==> src/rtl/alu_flag_pkg.sv <==
package alu_flag_pkg;

   localparam logic [3:0] OPK_ADD  = 4'd0;
   localparam logic [3:0] OPK_SUB  = 4'd1;
   localparam logic [3:0] OPK_DEC  = 4'd2;
   localparam logic [3:0] OPK_AND  = 4'd3;
   localparam logic [3:0] OPK_OR   = 4'd4;
   localparam logic [3:0] OPK_XOR  = 4'd5;
   localparam logic [3:0] OPK_TEST = 4'd6;
   localparam logic [3:0] OPK_CMP  = 4'd7;

   localparam logic [3:0] CND_EQ = 4'd0;
   localparam logic [3:0] CND_NE = 4'd1;
   localparam logic [3:0] CND_LT = 4'd2;
   localparam logic [3:0] CND_GE = 4'd3;
   localparam logic [3:0] CND_LE = 4'd4;
   localparam logic [3:0] CND_GT = 4'd5;
   localparam logic [3:0] CND_B  = 4'd6;
   localparam logic [3:0] CND_AE = 4'd7;
   localparam logic [3:0] CND_BE = 4'd8;
   localparam logic [3:0] CND_A  = 4'd9;

   typedef struct packed {
      logic ovf;
      logic sgn;
      logic zro;
      logic par;
      logic cry;
   } flag_s;

endpackage

==> src/rtl/alu_flag_lane.sv <==
module alu_flag_lane
   import alu_flag_pkg::*;
#(
   parameter int W = 8
) (
   input  logic [3:0]   op,
   input  logic [W-1:0] a,
   input  logic [W-1:0] b,
   output logic [W-1:0] res,
   output logic         cry,
   output logic         ovf,
   output logic         zro,
   output logic         sgn,
   output logic         par
);
   logic [W:0]   sum_w;
   logic [W:0]   dif_w;
   logic [W-1:0] dec_w;
   logic [W-1:0] most_neg;

   assign sum_w    = {1'b0, b} + {1'b0, a};
   assign dif_w    = {1'b0, b} - {1'b0, a};
   assign dec_w    = b - W'(1);
   assign most_neg = {1'b1, {(W-1){1'b0}}};

   always_comb begin
      res = '0;
      cry = 1'b0;
      ovf = 1'b0;
      case (op)
         OPK_ADD: begin
            res = sum_w[W-1:0];
            cry = sum_w[W];
            ovf = (a[W-1] == b[W-1]) && (sum_w[W-1] != b[W-1]);
         end
         OPK_SUB, OPK_CMP: begin
            res = dif_w[W-1:0];
            cry = dif_w[W];
            ovf = (a[W-1] != b[W-1]) && (dif_w[W-1] != b[W-1]);
         end
         OPK_DEC: begin
            res = dec_w;
            ovf = (b == most_neg);
         end
         OPK_AND, OPK_TEST: res = b & a;
         OPK_OR:            res = b | a;
         OPK_XOR:           res = b ^ a;
         default:           res = '0;
      endcase
   end

   assign zro = (res == '0);
   assign sgn = res[W-1];
   assign par = ^res;

endmodule

==> src/rtl/alu_cond_eval.sv <==
module alu_cond_eval
   import alu_flag_pkg::*;
(
   input  flag_s      flg,
   input  logic [3:0] sel,
   output logic       taken
);
   logic lt_s;
   logic be_u;

   assign lt_s = flg.sgn ^ flg.ovf;
   assign be_u = flg.cry | flg.zro;

   always_comb begin
      case (sel)
         CND_EQ:  taken = flg.zro;
         CND_NE:  taken = ~flg.zro;
         CND_LT:  taken = lt_s;
         CND_GE:  taken = ~lt_s;
         CND_LE:  taken = lt_s | flg.zro;
         CND_GT:  taken = ~(lt_s | flg.zro);
         CND_B:   taken = flg.cry;
         CND_AE:  taken = ~flg.cry;
         CND_BE:  taken = be_u;
         CND_A:   taken = ~be_u;
         default: taken = 1'b0;
      endcase
   end

endmodule

==> src/rtl/alu_status_unit.sv <==
module alu_status_unit
   import alu_flag_pkg::*;
#(
   parameter int XLEN = 64
) (
   input  logic            clk,
   input  logic            rst_n,
   input  logic            op_valid,
   input  logic [3:0]      op_kind,
   input  logic [1:0]      width_sel,
   input  logic [XLEN-1:0] src_a,
   input  logic [XLEN-1:0] dst_b,
   output logic [XLEN-1:0] result,
   output logic            result_we,
   output logic [4:0]      flags_out,
   input  logic [3:0]      cond_sel,
   output logic            cond_taken
);
   localparam int NUM_W = (XLEN == 64) ? 4 : (XLEN == 32) ? 3 : (XLEN == 16) ? 2 : 1;
   localparam logic [1:0] TOP_IDX = 2'(NUM_W - 1);

   if (!(XLEN == 8 || XLEN == 16 || XLEN == 32 || XLEN == 64)) begin : g_bad_xlen
      $error("alu_status_unit: XLEN must be 8, 16, 32 or 64");
   end

   logic [XLEN-1:0] lane_res [NUM_W];
   logic [NUM_W-1:0] lane_c, lane_o, lane_z, lane_s, lane_p;

   for (genvar k = 0; k < NUM_W; k++) begin : g_lane
      localparam int LW = 8 << k;
      logic [LW-1:0] r_k;
      alu_flag_lane #(.W(LW)) u_lane (
         .op  (op_kind),
         .a   (src_a[LW-1:0]),
         .b   (dst_b[LW-1:0]),
         .res (r_k),
         .cry (lane_c[k]),
         .ovf (lane_o[k]),
         .zro (lane_z[k]),
         .sgn (lane_s[k]),
         .par (lane_p[k])
      );
      assign lane_res[k] = XLEN'(r_k);
   end

   logic [1:0] sel_idx;
   assign sel_idx = (width_sel > TOP_IDX) ? TOP_IDX : width_sel;

   logic op_known;
   logic op_writes;
   assign op_known  = (op_kind <= OPK_CMP);
   assign op_writes = (op_kind <= OPK_XOR);

   assign result    = lane_res[sel_idx];
   assign result_we = op_valid && op_writes;

   flag_s flg_q, flg_d;

   always_comb begin
      flg_d.cry = (op_kind == OPK_DEC) ? flg_q.cry : lane_c[sel_idx];
      flg_d.ovf = lane_o[sel_idx];
      flg_d.zro = lane_z[sel_idx];
      flg_d.sgn = lane_s[sel_idx];
      flg_d.par = lane_p[sel_idx];
   end

   always_ff @(posedge clk) begin
      if (!rst_n)                    flg_q <= '0;
      else if (op_valid && op_known) flg_q <= flg_d;
   end

   assign flags_out = flg_q;

   alu_cond_eval u_cond (
      .flg   (flg_q),
      .sel   (cond_sel),
      .taken (cond_taken)
   );

   // no defined operation, no flag change
   p_hold_flags_r9: assert property (@(posedge clk) disable iff (!rst_n)
      !(op_valid && op_kind <= OPK_CMP) |=> $stable(flags_out))
      else $error("flags changed without an operation");

   // logical classes leave carry and overflow cleared
   p_logic_clear_r7: assert property (@(posedge clk) disable iff (!rst_n)
      (op_valid && op_kind >= OPK_AND && op_kind <= OPK_TEST) |=> (!flags_out[0] && !flags_out[4]))
      else $error("logical op left carry or overflow set");

   // decrement keeps the earlier carry
   p_dec_carry_r4: assert property (@(posedge clk) disable iff (!rst_n)
      (op_valid && op_kind == OPK_DEC) |=> (flags_out[0] == $past(flags_out[0])))
      else $error("decrement altered carry");

   // a zero result can never carry a set sign bit
   p_zero_sign_r5: assert property (@(posedge clk) disable iff (!rst_n)
      flags_out[2] |-> !flags_out[3])
      else $error("zero and sign both set");

endmodule

==> config.mk <==
export PLATFORM = sky130hd
export DESIGN_NAME = alu_status_unit
export DESIGN_NICKNAME = d
export VERILOG_FILES = /design/src/rtl/alu_flag_pkg.sv /design/src/rtl/alu_flag_lane.sv /design/src/rtl/alu_cond_eval.sv /design/src/rtl/alu_status_unit.sv
export SDC_FILE = /design/constraint.sdc
export NUM_CORES = 1
export LEC_CHECK = 0
export BUFFER_PORTS_ARGS = -buffer_cell sky130_fd_sc_hd__buf_2
export CORE_ASPECT_RATIO = 1.5
export CORE_MARGIN = 2
export CORE_UTILIZATION = 50
export CTS_CLUSTER_DIAMETER = 100
export DETAILED_ROUTE_END_ITERATION = 8
export PLACE_DENSITY = 0.81
export REMOVE_ABC_BUFFERS = 1
export SYNTH_ARGS = -nofsm -noshare
export SYNTH_HDL_FRONTEND = slang
export SYNTH_SLANG_ARGS = --single-unit
==> constraint.sdc <==
create_clock -name clk -period 8.1 [get_ports clk]
set_clock_uncertainty 0.2 [all_clocks]
set_input_delay 1.62 -clock clk [delete_from_list [all_inputs] [get_ports clk]]
set_output_delay 1.62 -clock clk [all_outputs]
set_load 0.005 [all_outputs]
Yosys cells after proc, flatten, opt, wreduce, memory -nomap -nowiden
Cells that the tools add are included.
Storage, ports and cells
  word-level logic and storage cells: 130
  input port bits: 141
  register bits: 5
  output and inout port bits: 71
Cells by class
  add/subtract/negate cells: 12
  eq/ne operators: 36
  magnitude comparators: 5
  bitwise operators: 22
  muxes and demuxes: 27
  reductions and logical operators: 23
Operator list (count)
  one-hot mux 64 bit (6 select lines): 1
  one-hot mux 32 bit (6 select lines): 1
  binary-select mux 64 bit (select 2 bit): 1
  2-to-1 mux 64 bit: 2
  one-hot mux 16 bit (6 select lines): 1
  adder 64 x 64 -> 65 bit: 1
  subtractor 64 x 64 -> 65 bit: 1
  bitwise AND 64 bit: 1
  == test 64 bit (second input constant): 1
  logical NOT 64 bit: 1
  bitwise OR 64 bit: 1
  parity 64 bit: 1
  subtractor 64 x 1 -> 64 bit (second input constant): 1
  XOR 64 bit: 1
  one-hot mux 8 bit (6 select lines): 1
  adder 32 x 32 -> 33 bit: 1
  subtractor 32 x 32 -> 33 bit: 1
  bitwise AND 32 bit: 1
  == test 32 bit (second input constant): 1
  == test 4 x 3 -> 1 bit (second input constant): 8
  logical NOT 32 bit: 1
  bitwise OR 32 bit: 1
  parity 32 bit: 1
  subtractor 32 x 1 -> 32 bit (second input constant): 1
  42 further kinds: 93

Longest topological paths before layout
  depth after elaboration: 6
  mapped depth: 28
  mapped depth without buffers: 27

Cells and area by module
Synthesis repeated with hierarchy kept, for this count alone.
Unflattened totals
  cells, all modules: 3928
  area total of the unflattened synthesis: 26536.7 um^2
Modules (own cells, without submodules)
  alu_flag_lane at g_lane[3].u_lane: cells each 2089, area each 13739.4 um^2, instances 1, sequential area each 0.0 um^2
  alu_flag_lane at g_lane[2].u_lane: cells each 982, area each 6586.3 um^2, instances 1, sequential area each 0.0 um^2
  alu_flag_lane at g_lane[1].u_lane: cells each 481, area each 3261.9 um^2, instances 1, sequential area each 0.0 um^2
  alu_flag_lane at g_lane[0].u_lane: cells each 225, area each 1582.8 um^2, instances 1, sequential area each 0.0 um^2
  alu_status_unit: cells each 136, area each 1253.7 um^2, instances 1, sequential area each 100.1 um^2
  alu_cond_eval: cells each 15, area each 112.6 um^2, instances 1, sequential area each 0.0 um^2

Worst setup path after synthesis
No wires, ideal clock.
  kind: input port to flip-flop
  from: input dst_b[15]
  to: register flg_q, in the netlist flags_out[1]
  setup time: 0.116 ns
  required time: 7.784 ns
  slack: 1.360 ns
  data arrival time: 6.424 ns
  stages on the path: 27
  cells stage by stage: clkbuf_1 > inv_1 > ha_1 > buf_4 > inv_1 > or3_1 > or4_1 > a221oi_2 > o21ai_0 > nand2_1 > or4_1 > a31oi_1 > a211o_1 > mux2_4 > a21boi_1 > ha_1 > xnor2_1 > xnor2_1 > xnor2_1 > xnor2_1 > nand3_1 > o21a_1 > o22ai_1 > a32oi_1 > xnor2_1 > nand2_1 > o211a_1
Between the ends
  cells in the longest elaborated chain, start to end: 5
  elaborated cells between the ends (all ways): 26
RTL lines
  start, declared: RTL line alu_status_unit.sv:12  | input logic [XLEN-1:0] dst_b,
  subtractor 64 x 1 -> 64 bit (tied with other cells): RTL line alu_flag_lane.sv:23  | assign dec_w = b - W'(1);
  one-hot mux 64 bit (6 select lines) (tied with other cells): RTL line alu_flag_lane.sv:30  | case (op)
  parity 64 bit (tied with other cells): RTL line alu_flag_lane.sv:54  | assign par = ^res;
  binary-select mux 1 bit (select 2 bit) (*): RTL line alu_status_unit.sv:64  | flg_d.par = lane_p[sel_idx];
  2-to-1 mux 1 bit (not written as such) (*): RTL line alu_status_unit.sv:64
  end signal, assigned: RTL line alu_status_unit.sv:69  | else if (op_valid && op_known) flg_q <= flg_d;
  end, declared: RTL line alu_status_unit.sv:57  | flag_s flg_q, flg_d;
Mark *: on every way between the ends. The rest lies on a longest branch, timed or not. The select of a mux whose other input is x is not followed.
A chain may end at the register's enable or synchronous reset.

Worst setup path after layout
  from: input dst_b[19]
  to: register flg_q, in the netlist flags_out[1]
Between the ends
  cells in the longest elaborated chain, start to end: 5
  elaborated cells between the ends (all ways): 18
RTL lines (RTL line)
  subtractor 64 x 1 -> 64 bit (tied with other cells): alu_flag_lane.sv:23
  one-hot mux 64 bit (6 select lines) / one-hot mux 32 bit (6 select lines) (equally long branches): alu_flag_lane.sv:30
  parity 64 bit / parity 32 bit (equally long branches): alu_flag_lane.sv:54
  binary-select mux 1 bit (select 2 bit) (*): alu_status_unit.sv:64
  2-to-1 mux 1 bit (not written as such) (*): alu_status_unit.sv:64
Marked as above.

==> results.py <==
metrics = {
    "route": {
        "drtIter0Drc": 1917,
        "wl_met2_um": 32800,
        "viasPerCell": 6.82,
        "wl_um": 70300,
        "met1_length_um": 24400,
        "wl_per_cell_um": 25.1,
        "met3_length_um": 6130,
        "ant_nets": 0,
        "vias": 19100,
        "drcViolationCount": 0,
        "top_layer": "met4",
        "drtPass1Iterations": 8,
    },
    "power": {
        "total_power_mw": 1.72,
        "ir_drop_mv": 0.151,
        "leakage_nw": 7.41,
        "power_density_mw_per_mm2": 105,
    },
    "synth": {
        "avgSynthCellArea_um2": 6.50,
        "ys_top_cells_by_count": "253 x nor2_1, 242 x ha_1, 208 x a21oi_1",
        "synth-edff-count": 0,
        "synth.distinct_cells": 95,
        "yosys.area.top_type": "ha_1",
        "yosysWarnings": 0,
        "yosys-top-cells-area": "ha_1 21%, a21oi_1 7.2%, nor2_1 6.6%",
        "async_flop_share_pct": 0,
        "synth_top_area_share_pct": 20.9,
        "ys.flop_type": "dfxtp_1",
        "netlist_instances": 2228,
        "synth.cell_area_mm2": 0.0145,
        "synth_seq_area_share_pct": 0.691,
        "synth_seq_cells": 5,
        "yosys.cell_count.top_type": "nor2_1",
    },
    "timing": {
        "finalSetupViolations": 0,
        "drv_slew": 0,
        "min_period_ps": 7740,
        "tightestPinTransition_ps": 1230,
        "rsz0062_at_grt": "no",
        "max_freq_ghz": 0.129,
        "max-slew-margin-rel_pct": 17.6,
        "hold_viol_final": 0,
        "period_share_pct": 95.5,
        "tns_ps": 0,
    },
    "grt": {
        "grt_pass1_wl_um": 104000,
        "grt_max_degree": 52,
        "first_global_vias": 18400,
        "antenna_found_initial": 2,
        "grt_use_total_pct": 44.3,
        "globalRouteOverflowTotal": 0,
    },
    "hold_path": {
        "worstHoldStart": "flags_out[1]$_SDFFE_PN0P_",
        "hold_depth": 1,
        "holdPathEnd": "flags_out[1]$_SDFFE_PN0P_",
        "min_path_type": "flip-flop to flip-flop",
    },
    "critical_path": {
        "arrival_ps": 7660,
        "endpoint_kind": "flip-flop",
        "timing.rr.start": "flags_out[3]$_SDFFE_PN0P_",
        "cp_common_cell": "xnor2_1",
        "slowest_stage": "ha_1",
        "crit_chain": "buf_2 -> inv_1 -> ha_1 -> nand4_2 -> or3_1 -> or3_1 -> a311oi_1 -> o211ai_1 -> a21oi_2 -> nor2_1 -> a2111oi_0 -> a2bb2oi_1 -> ha_1 -> xnor2_1 -> xnor2_1 -> xnor2_1 -> xnor2_1 -> buf_4 -> xnor2_1 -> nand2_1 -> a32oi_1 -> xnor2_1 -> nand2_1 -> o211a_1",
        "reg2reg_depth": 4,
        "r2r_slack_ps": 6690,
        "cp_top_family": "compound AO/OA/AOI/OAI gates",
        "worst_ep_required_time_ps": 8020,
        "path_class": "input port to flip-flop",
        "start_kind": "input port",
        "cpPeakStageDelay_ps": 560,
        "path_buf_inv": 3,
        "r2r-end": "flags_out[3]$_SDFFE_PN0P_",
        "worstPathMaxFanout": 13,
    },
    "place": {
        "gp_congestion": 1.06,
        "io_buffer_count": 211,
        "place_hpwl_um": 56900,
    },
    "die": {
        "die_area_mm2": 0.0304,
        "core-area_mm2": 0.0286,
        "initial_core_util_pct": 50.6,
        "io_pins": 212,
        "row_count": 76,
        "fp.dieH_um": 213,
        "die_w_um": 143,
    },
    "cts": {
        "cts_resized": 0,
        "clkSinkCount": 5,
        "cts_max_path_buffers": 2,
        "cts_tree": "yes",
        "cts-root-buf": "clkbuf_16",
        "clk-insertion-delay-late_ps": 230,
        "post_cts_buffers": 0,
        "clk_pin_slew_ps": 40,
        "cts_hold_buffers": 0,
        "cts_buffers": 3,
        "htreeDepth": 1,
    },
    "cells_and_area": {
        "layout-drive-gt1-share_pct": 14.9,
        "area_growth_pct": 12.9,
        "largest_reg_flops": 5,
        "layout.nets": 2795,
        "final_util_pct": 57.2,
    },
    "run": {
        "drv_cap": 0,
    },
    "run_status": {
        "outcome": "finished clean",
    },
}
worst reg2reg max path, delay by kind of cell (launching register included):
kind,cells,cell delay [ps]
compound gates,3,620
simple gates,1,60
flops,1,450
logic make-up (layout without fill, tap and decap cells):
kind of cell | after synthesis | in the layout | share of synthesized area, %
compound gates | 795 | 795 | 37.9
xor+xnor | 100 | 100 | 6.04
fa+ha+maj | 244 | 244 | 21.2
buf+inv | 341 | 522 | 9.05
flops | 5 | 5 | 0.691
mux | 14 | 14 | 1.00
other cells | 0 | 2 | 0
simple gates | 729 | 729 | 24.1
how the worst max path moves through the flow:
stage                     from                         to  cells past startpoint  slack [ps]
floorplan           op_kind[1]  flags_out[1]$_SDFFE_PN0P_                     16       -2070
global placement     dst_b[19]  flags_out[1]$_SDFFE_PN0P_                     24         110
detailed placement   dst_b[19]  flags_out[1]$_SDFFE_PN0P_                     24          90
CTS                  dst_b[19]  flags_out[1]$_SDFFE_PN0P_                     24         270
global route         dst_b[19]  flags_out[1]$_SDFFE_PN0P_                     25          20
finish               dst_b[19]  flags_out[1]$_SDFFE_PN0P_                     24         360
cell type report:
type / instances / area (um^2)
fillers: 2856 / 12300
repair buffers: 312 / 1810
diodes: 2 / 5.00
well taps: 390 / 488
inverters: 206 / 773
flip-flops and latches: 5 / 100
clock buffers: 4 / 78.8
multi-input cells: 1882 / 13100
layout by cell type (no fill, tap or decap), types with 33 or more instances in the layout:
| cell | synthesis | routed |
|---|---|---|
| nand3_1 | 41 | 41 |
| nor4_1 | 50 | 49 |
| ha_1 | 242 | 242 |
| o221ai_1 | 42 | 42 |
| buf_2 | 10 | 211 |
| nand2_1 | 172 | 172 |
| o21ai_0 | 111 | 111 |
| nand4_1 | 37 | 37 |
| o31ai_1 | 33 | 33 |
| a21oi_1 | 208 | 207 |
| a221oi_1 | 42 | 42 |
| o21bai_1 | 51 | 51 |
| inv_1 | 205 | 205 |
| xnor2_1 | 93 | 93 |
| buf_4 | 5 | 101 |
| nor2_1 | 253 | 253 |
| nor3_1 | 53 | 53 |
routing by layer:
metal | vias up | GRT usage, %
li1 | 8604 | -
met1 | 8854 | 47.5
met2 | 1252 | 76.6
met3 | 385 | 7.05
met4 | 0 | 35.1
met5 | - | 0
metrics by stage:
step / hold WS, ps / setup WS (ps) / area [um^2] / instances
after floorplan: 295 / -2070 / 14000 / 2093
after global placement: 386 / 113 / 16300 / 2795
after detailed placement: 395 / 86.2 / 16300 / 2795
after CTS: 410 / 273 / 16400 / 2799
after global routing: 453 / 17.9 / 16400 / 2800
final: 447 / 363 / 16400 / 2801
where the power goes:
part | leakage (nW) | switching (mW) | internal (mW)
combinational | 7.33 | 0.965 | 0.637
clock | 0.0382 | 0.0189 | 0.0655
sequential | 0.0410 | 0.00523 | 0.0276
No activity file was read; power rests on OpenSTA's default activity.
